**config.mk**
```make
export PLATFORM = sky130hd
export DESIGN_NAME = pit_timer
export DESIGN_NICKNAME = d
export VERILOG_FILES = /design/src/rtl/pit_pkg.sv /design/src/rtl/pit_ctrl_dec.sv /design/src/rtl/pit_channel.sv /design/src/rtl/pit_timer.sv
export SDC_FILE = /design/constraint.sdc
export NUM_CORES = 1
export LEC_CHECK = 0
export ABC_AREA = 1
export CAP_MARGIN = 20
export CORE_AREA = 2 2 173 175
export CTS_BUF_LIST = sky130_fd_sc_hd__clkbuf_4
export CTS_CLUSTER_SIZE = 8
export DETAILED_ROUTE_END_ITERATION = 7
export DIE_AREA = 0 0 175 177
export PLACE_DENSITY = 0.56
export RECOVER_POWER = 50
export SLEW_MARGIN = 20
export SYNTH_ARGS = -nofsm -noshare
export SYNTH_HDL_FRONTEND = slang
export SYNTH_SLANG_ARGS = --single-unit
```
**constraint.sdc**
```tcl
create_clock -name clk -period 2.1 [get_ports clk]
set_input_delay 0.21 -clock clk [delete_from_list [all_inputs] [get_ports clk]]
set_output_delay 0.21 -clock clk [all_outputs]
set_load 0.1 [all_outputs]
```
**src/rtl/pit_pkg.sv**
```systemverilog
package pit_pkg;

    // Operating mode of one channel; encodings match the mode field values.
    typedef enum logic [1:0] {
        PIT_ONESHOT = 2'd0,
        PIT_RATE    = 2'd2,
        PIT_SQUARE  = 2'd3
    } pit_mode_e;

    // Layout of a control word, most significant field first.
    typedef struct packed {
        logic [1:0] sel;
        logic [1:0] acc;
        logic [2:0] mode;
        logic       bcd;
    } ctl_word_t;

    localparam logic [1:0] ACC_LATCH = 2'd0;
    localparam logic [1:0] ACC_LOHI  = 2'd3;

endpackage

```
**src/rtl/pit_ctrl_dec.sv**
```systemverilog
module pit_ctrl_dec
    import pit_pkg::*;
#(
    parameter int NUM_CH = 3
) (
    input  logic              clk,
    input  logic              rst_n,
    input  logic              ctl_we,
    input  logic [7:0]        ctl_data,
    output logic [NUM_CH-1:0] mode_we,
    output logic [NUM_CH-1:0] latch_req,
    output pit_mode_e         mode_val,
    output logic              cfg_err
);

    typedef struct packed {
        logic err;
    } dec_state_t;

    dec_state_t q, d;
    ctl_word_t  cw;
    logic       sel_ok;
    logic       mode_ok;

    always_comb begin
        cw       = ctl_word_t'(ctl_data);
        d        = '0;
        mode_we  = '0;
        latch_req = '0;
        sel_ok   = 1'b0;
        for (int i = 0; i < NUM_CH; i++) begin
            if (cw.sel == 2'(i)) sel_ok = 1'b1;
        end
        mode_ok = (cw.mode == 3'd0) || (cw.mode == 3'd2) || (cw.mode == 3'd3);
        case (cw.mode)
            3'd2:    mode_val = PIT_RATE;
            3'd3:    mode_val = PIT_SQUARE;
            default: mode_val = PIT_ONESHOT;
        endcase
        if (ctl_we) begin
            if (!sel_ok) begin
                d.err = 1'b1;
            end else if (cw.acc == ACC_LATCH) begin
                for (int i = 0; i < NUM_CH; i++) begin
                    if (cw.sel == 2'(i)) latch_req[i] = 1'b1;
                end
            end else if ((cw.acc != ACC_LOHI) || cw.bcd || !mode_ok) begin
                d.err = 1'b1;
            end else begin
                for (int i = 0; i < NUM_CH; i++) begin
                    if (cw.sel == 2'(i)) mode_we[i] = 1'b1;
                end
            end
        end
    end

    always_ff @(posedge clk) begin
        if (!rst_n) q <= '0;
        else        q <= d;
    end

    assign cfg_err = q.err;

endmodule

```
**src/rtl/pit_channel.sv**
```systemverilog
module pit_channel
    import pit_pkg::*;
#(
    parameter int BUS_W = 8
) (
    input  logic             clk,
    input  logic             rst_n,
    input  logic             tick_en,
    input  logic             mode_we,
    input  pit_mode_e        mode_val,
    input  logic             latch_req,
    input  logic             data_we,
    input  logic             data_rd,
    input  logic [BUS_W-1:0] wr_data,
    output logic [BUS_W-1:0] rd_byte,
    output logic             tc_pulse,
    output logic             out_lvl
);

    localparam int CNT_W = 2 * BUS_W;

    typedef struct packed {
        pit_mode_e        mode;
        logic [CNT_W-1:0] init;
        logic [CNT_W-1:0] remain;
        logic             run;
        logic             out;
        logic             tc;
        logic             wr_hi;
        logic             rd_hi;
        logic             lat_on;
        logic [CNT_W-1:0] lat_val;
    } ch_state_t;

    ch_state_t        q, d;
    logic [CNT_W-1:0] live_cnt;
    logic [CNT_W-1:0] rd_src;
    logic [CNT_W-1:0] new_init;

    // Whether a start value gives a nonzero period in the given mode.
    function automatic logic can_start(pit_mode_e m, logic [CNT_W-1:0] ic);
        if (m == PIT_ONESHOT) return ic != '0;
        return ic > CNT_W'(1);
    endfunction

    function automatic logic [CNT_W-1:0] period_of(pit_mode_e m, logic [CNT_W-1:0] ic);
        if (m == PIT_ONESHOT) return ic;
        return ic - 1'b1;
    endfunction

    always_comb begin
        if (!q.run)                    live_cnt = '0;
        else if (q.mode == PIT_ONESHOT) live_cnt = q.remain;
        else                           live_cnt = q.remain + 1'b1;
        rd_src  = q.lat_on ? q.lat_val : live_cnt;
        rd_byte = q.rd_hi ? rd_src[CNT_W-1:BUS_W] : rd_src[BUS_W-1:0];
        new_init = {wr_data, q.init[BUS_W-1:0]};

        d    = q;
        d.tc = 1'b0;

        // Counting.
        if (q.run && tick_en) begin
            if (q.remain == CNT_W'(1)) begin
                d.tc = 1'b1;
                if (q.mode == PIT_ONESHOT) begin
                    d.out    = 1'b1;
                    d.run    = 1'b0;
                    d.remain = '0;
                end else begin
                    if (can_start(q.mode, q.init)) begin
                        d.remain = period_of(q.mode, q.init);
                    end else begin
                        d.run    = 1'b0;
                        d.remain = '0;
                    end
                    if (q.mode == PIT_SQUARE) d.out = ~q.out;
                end
            end else begin
                d.remain = q.remain - 1'b1;
            end
        end

        // Control word effects.
        if (mode_we) d.mode = mode_val;
        if (latch_req && !q.lat_on) begin
            d.lat_on  = 1'b1;
            d.rd_hi   = 1'b0;
            d.lat_val = live_cnt;
        end

        // Read pointer.
        if (data_rd) begin
            if (q.rd_hi) begin
                d.rd_hi  = 1'b0;
                d.lat_on = 1'b0;
            end else begin
                d.rd_hi = 1'b1;
            end
        end

        // Data writes take priority over counting.
        if (data_we) begin
            d.tc = 1'b0;
            if (!q.wr_hi) begin
                d.init[BUS_W-1:0] = wr_data;
                d.run    = 1'b0;
                d.out    = 1'b0;
                d.remain = '0;
                d.wr_hi  = 1'b1;
            end else begin
                d.init  = new_init;
                d.wr_hi = 1'b0;
                if (can_start(q.mode, new_init)) begin
                    d.run    = 1'b1;
                    d.remain = period_of(q.mode, new_init);
                end else begin
                    d.run    = 1'b0;
                    d.remain = '0;
                end
            end
        end
    end

    always_ff @(posedge clk) begin
        if (!rst_n) q <= '0;
        else        q <= d;
    end

    assign tc_pulse = q.tc;
    assign out_lvl  = q.out;

endmodule

```
**src/rtl/pit_timer.sv**
```systemverilog
module pit_timer
    import pit_pkg::*;
#(
    parameter int NUM_CH = 3,
    parameter int BUS_W  = 8
) (
    input  logic                        clk,
    input  logic                        rst_n,
    input  logic                        tick_en,
    input  logic                        wr_en,
    input  logic                        rd_en,
    input  logic [$clog2(NUM_CH+1)-1:0] addr,
    input  logic [BUS_W-1:0]            wr_data,
    output logic [BUS_W-1:0]            rd_data,
    output logic [NUM_CH-1:0]           tc_pulse,
    output logic [NUM_CH-1:0]           out_lvl,
    output logic                        cfg_err
);

    localparam int ADDR_W = $clog2(NUM_CH + 1);
    localparam logic [ADDR_W-1:0] CTL_ADDR = ADDR_W'(NUM_CH);

    logic [NUM_CH-1:0] mode_we;
    logic [NUM_CH-1:0] latch_req;
    pit_mode_e         mode_val;
    logic [BUS_W-1:0]  ch_rd [NUM_CH];

    pit_ctrl_dec #(.NUM_CH(NUM_CH)) u_dec (
        .clk       (clk),
        .rst_n     (rst_n),
        .ctl_we    (wr_en && (addr == CTL_ADDR)),
        .ctl_data  (wr_data[7:0]),
        .mode_we   (mode_we),
        .latch_req (latch_req),
        .mode_val  (mode_val),
        .cfg_err   (cfg_err)
    );

    for (genvar g = 0; g < NUM_CH; g++) begin : g_ch
        pit_channel #(.BUS_W(BUS_W)) u_ch (
            .clk       (clk),
            .rst_n     (rst_n),
            .tick_en   (tick_en),
            .mode_we   (mode_we[g]),
            .mode_val  (mode_val),
            .latch_req (latch_req[g]),
            .data_we   (wr_en && (addr == ADDR_W'(g))),
            .data_rd   (rd_en && (addr == ADDR_W'(g))),
            .wr_data   (wr_data),
            .rd_byte   (ch_rd[g]),
            .tc_pulse  (tc_pulse[g]),
            .out_lvl   (out_lvl[g])
        );
    end

    always_comb begin
        rd_data = '0;
        for (int i = 0; i < NUM_CH; i++) begin
            if (rd_en && (addr == ADDR_W'(i))) rd_data = ch_rd[i];
        end
    end

endmodule

```
# Word-level counts from Yosys, hierarchy flattened
# Index checks and enable logic that the tools add are counted.
[totals]
register_bits = 169
inputBits = 15
out_inout_bits = 15
wordCells = 283
[op_classes]
n_addsub = 12
order_cmp = 6
eq_ne = 17
mux = 151
bitwise_logic = 10
reduce_logical = 53
[ops]
columns = ["cell", "count"]
rows = [
  ["$mux 16", 24],
  ["$sub 16x1->16 const B", 9],
  ["$mux 18", 6],
  ["$mux 17", 6],
  ["$gt 16x1->1 const B", 6],
  ["$mux 1", 89],
  ["$mux 20", 3],
  ["$mux 19", 3],
  ["$add 16x1->16 const B", 3],
  ["$eq 16x1->1 const B", 3],
  ["$mux 8", 6],
  ["$reduce_bool 16->1", 3],
  ["$mux 3", 10],
  ["$reduce_bool 2->1", 9],
  ["$reduce_and 2->1", 7],
  ["$logic_and 1x1->1", 13],
  ["$eq 2x2->1 const B", 6],
  ["$logic_not 2->1", 6],
  ["$not 1->1", 10],
  ["$ne 3x1->1 const B", 3],
  ["$reduce_and 3->1", 3],
  ["$reduce_or 3->1", 3],
  ["$eq 3x2->1 const B", 2],
  ["$mux 2", 3],
  ["6 further kinds", 13],
]

# Longest topological paths before layout
[logic_depth]
depth_word = 19
depth_mapped = 13
depth_no_buf = 13

# Hierarchy
# Synthesis repeated with hierarchy kept, for this count alone.
[unflattened]
cells_unflattened = 2310
area_unflattened_um2 = 13699.4
[by_module_without_submodules]
columns = ["module", "instances", "cells_each", "area_per_inst_um2", "seq_area_each_um2"]
rows = [
  ["pit_channel at g_ch[1].u_ch ...", 2, 746, 4398.0, 1121.1],
  ["pit_channel at g_ch[0].u_ch", 1, 738, 4429.2, 1121.1],
  ["pit_timer", 1, 51, 319.1, 0.0],
  ["pit_ctrl_dec", 1, 29, 155.1, 20.0],
]

# Least setup slack after synthesis
# Ideal clock, no wire load.
[synth_path]
path_type = "register to output"
from = "register g_ch[2].u_ch.q[22] (netlist name)"
to = "output port rd_data[6]"
arrival_time_ns = 2.190
required_time_ns = 1.890
setup_slack_ns = -0.300
path_stages_with_launch = 14
path_buffers = 0
path_cell_list = "dfxtp_1 > ha_1 > nand2_1 > nor2_2 > nand2_1 > nor2_1 > nand3_1 > nand2_1 > nand3_1 > nand2_1 > nand2_1 > nand2_1 > nand2_1 > nand3_1"
[synth_via]
elab_chain_len = 6
[synth_rtl]
columns = ["item", "line_no", "rtl"]
rows = [
  ["start: declaration", "pit_channel.sv:35", "ch_state_t q, d;"],
  ["start signal: assignment", "pit_channel.sv:126", "if (!rst_n) q <= '0;"],
  ["start signal: assignment", "pit_channel.sv:127", "else q <= d;"],
  ["$add 16x1->16", "pit_channel.sv:54", "else live_cnt = q.remain + 1'b1;"],
  ["$mux 16", "pit_channel.sv:53", "else if (q.mode == PIT_ONESHOT) live_cnt = q.remain;"],
  ["$mux 16", "pit_channel.sv:52", "if (!q.run) live_cnt = '0;"],
  ["$mux 16", "pit_channel.sv:55", "rd_src = q.lat_on ? q.lat_val : live_cnt;"],
  ["$mux 8", "pit_channel.sv:56", "rd_byte = q.rd_hi ? rd_src[CNT_W-1:BUS_W] : rd_src[BUS_W-1:0];"],
  ["$mux 8", "pit_timer.sv:59", "if (rd_en && (addr == ADDR_W'(i))) rd_data = ch_rd[i];"],
  ["end: declaration", "pit_timer.sv:14", "output logic [BUS_W-1:0] rd_data,"],
]
# No other way between the ends.

# Final worst setup path
# Ends and elaborated chain as after synthesis.

==> impl_metrics.yaml <==
die:
  coreArea_sq_um: 29240
  start_util: 0.4221
  fp.dieH_microns: 177
  pin_count: 30
  die_w_microns: 175
  rows: 63
  dieArea_sq_um: 30980
synth:
  syn-num-nets: 2087
  synth_cell_types: 41
  yosys.area_share.simple: 0.3277
  synth_compound_area_frac: 0.2266
  synth_area_sq_um: 12340
  synthArstFlopShare: 0
  synthMuxAreaShare: 0.001622
  syn_inst: 2057
  syn_avg_cell_area_sq_um: 6.001
  synth_top_family_by_area: "simple AND/OR/NAND/NOR gates"
  synth_xor_xnor_area_share: 0.04896
  ys_seq_area_frac: 0.2741
  synth-main-ff-cell: "dfxtp_1"
  yosysTopAreaCellShare: 0.2741
  ys_top_cells_by_area: "dfxtp_1 (27%), nand2_1 (12%), o21ai_0 (11%), a21oi_1 (9.0%), nor2_1 (8.5%)"
  synth-seq-cells: 169
  yosysWarnings: 0
  yosys.area_share.adder: 0.01520
  synth-edff-count: 0
  synthDominantAreaCellType: "dfxtp_1"
setup_path:
  critPathMaxFanout: 3
  start_kind: "flop"
  cp-end-kind: "primary output"
  required_ns: 1.89
  ff2ff_path_depth: 19
  arrival_ns: 2.44
  worst-setup-path-type: "reg2out"
grt:
  antenna_found_initial: 1
  grt_max_degree: 36
  grt_pass1_vias: 13750
  grt_pass1_wl_mm: 72.46
  grtUsageTotal: 0.2959
  grt_overflow_total: 0
power_and_ir_drop:
  comb_power_share: 0.280
  power_density_nw_per_um2: 472.6
  power_frac_clock: 0.269
  p_sw_frac: 0.3841
  total_leakage_power_nw: 7.478
  intPower_mw: 4.664
  switching_power_mw: 2.909
  finalPower_mw: 7.574
  power.share.sequential: 0.451
  peakVddDrop_mv: 0.3853
timing:
  hold_violations: 0
  worst_pin_slew_ns: 0.7718
  hold-worst-slack_ns: 0.4287
  rsz0062_at_grt: "true"
  setup_viol: 10
  finalCriticalPeriod_ns: 2.654
  finClkSkew_ns: 0.03806
  finalCritPeriodShare: 1.264
  fin_ws_ns: -0.5535
  slew_headroom: 0.4855
  slew_viol_final: 0
  fmax_ghz: 0.3769
  fin_tns_setup_ns: -5.075
detailed_routing:
  drtAntennaViolNets: 0
  drc: 1
  wl_mm: 45.82
  drt_iter0_drc: 1224
  wl_per_cell_microns: 16.99
  vias: 14440
  viasPerCell: 5.353
  drt_pass1_iterations: 8
place:
  place.gp.congestion: 0.9696
  port_buffers: 29
  placed_cells: 2623
  hpwl_mm: 35.03
clocking:
  cts_tree: "done"
  clock_latency_ns: 0.64
  clk_pin_slew_worst_paths_ns: 0.19
  clock_sinks: 169
  cts_buffers: 17
  cts_buffer_depth: 2
  h-tree-depth: 4
  clockRootBuffer: "clkbuf_4"
final_layout:
  area_growth_pct: 29.82
  num-nets-final: 2323
  fin_cells: 2697
  fin_util: 0.5480
  layout-drive-gt1-share: 0.2407
  nFillCells: 2936
job:
  maxCapViolCount: 0
status:
  violations: "design-rule violations, negative setup slack"
  status: "finished with violations"
hold_path:
  min_path_cells: 4
  hold_class: "in2reg"
==> what timing repair did <==
item	CTS	global route
hold buffers	1	0
endpoints found under the setup margin	8	41
gates resized for setup	160	99
pin swaps	57	45
gates cloned	0	0
endpoints found under the hold margin	17	0
setup buffers	30	12
==> path summary, 6_finish.rpt <==
kind	endpoint	slack, ns	startpoint
worst max-delay path	rd_data[6]	-0.55	g_ch[2].u_ch.q[22]$_SDFFE_PN0P_
worst min-delay path	g_ch[1].u_ch.q[54]$_SDFFE_PN0P_	0.43	wr_data[1]
worst max register to register	g_ch[2].u_ch.q[14]$_SDFFE_PN0P_	-0.55	g_ch[2].u_ch.q[22]$_SDFFE_PN0P_
worst min register to register	g_ch[0].u_ch.q[1]$_SDFFE_PN0P_	0.48	g_ch[0].u_ch.q[1]$_SDFFE_PN0P_
==> layout by cell type, fill, tap and decap left out, types with 65 or more instances in the layout <==
master	instances
xor2_1	65
nand2_1	368
nand3_1	124
inv_1	193
a21oi_1	211
nor2_1	255
o21ai_0	251
dfxtp_1	135
buf_4	259
==> layer usage <==
| metal | GRT usage | up-vias | routed length, microns |
|---|---|---|---|
| met3 | 0.04253 | 94 | 2188 |
| met2 | 0.5030 | 420 | 21580 |
| met4 | 0.1104 | 0 | 1498 |
| met5 | 0 | - | 0 |
| met1 | 0.3809 | 6679 | 20560 |
| li1 | - | 7243 | - |
==> power groups by stage <==
stage	Combinational, mW	Clock, mW	Sequential (mW)
floorplan	1.31	0	3.45
global placement	2.01	0	3.47
detailed placement	2.02	0	3.48
CTS	2.07	2.11	3.41
global route	2.35	2.24	3.43
finish	2.12	2.04	3.42
==> through the flow <==
stage / area, sq um / setup WS [ns]
2_1_floorplan: 12410 / -0.003114
5_1_grt: 16030 / -0.7006
3_3_place_gp: 14710 / -0.1162
4_1_cts: 15720 / -0.5638
3_5_place_dp: 14710 / -0.1368
6_report: 16030 / -0.5535
==> critical path, cell delays in order (launching register included) <==
cell     delay (ns)
dfxtp_4        0.39
ha_4           0.15
nand2_4        0.06
nor2_4         0.17
buf_6          0.12
nand3_2        0.08
nor2_2         0.13
nand3_2        0.09
nand3_2        0.08
nand2_1        0.05
nand2_1        0.08
nand2_2        0.07
nand2_2        0.08
nand3_2        0.10
buf_12         0.18
==> flip-flops by register name (all words and copies together), names as in the netlist <==
register	count
g_ch.u_ch.new_init	24
u_dec.cfg_err	1
g_ch.u_ch.q	138
g_ch.u_ch.out_lvl	3
g_ch.u_ch.tc_pulse	3
==> cell families (layout without fill, tap and decap cells) <==
| group | Yosys count | after routing |
|---|---|---|
| simple gates | 943 | 943 |
| xor+xnor | 69 | 69 |
| compound gates | 542 | 542 |
| mux | 2 | 2 |
| buf+inv | 317 | 566 |
| other cells | 0 | 1 |
| flops | 169 | 169 |
| fa+ha+maj | 15 | 15 |
==> synthesized netlist by cell type, types with 12 or more instances <==
cell	number
ha_1	15
buf_4	14
o21ai_0	277
nor2_1	280
nand2_1	399
nor3_1	29
nor2_2	18
inv_1	208
nand3_1	158
a31oi_1	14
buf_2	36
clkbuf_1	40
dfxtp_1	169
o211ai_1	12
a21oi_1	222
xor2_1	65
nand4_1	28
==> area by class of cell <==
cell class                      instances  area, sq um  area share
Clock inverter                         15        166.4     0.01038
Clock buffer                           17        127.6    0.007964
Timing Repair Buffer                  315         2630      0.1641
Inverter                              219        832.0     0.05192
Multi-Input combinational cell       1571         8333      0.5200
Antenna cell                            1        2.502   0.0001562
Sequential cell                       169         3446      0.2150
Tap cell                              390        488.0     0.03045
Note: power is estimated with default switching activity, not from simulation.
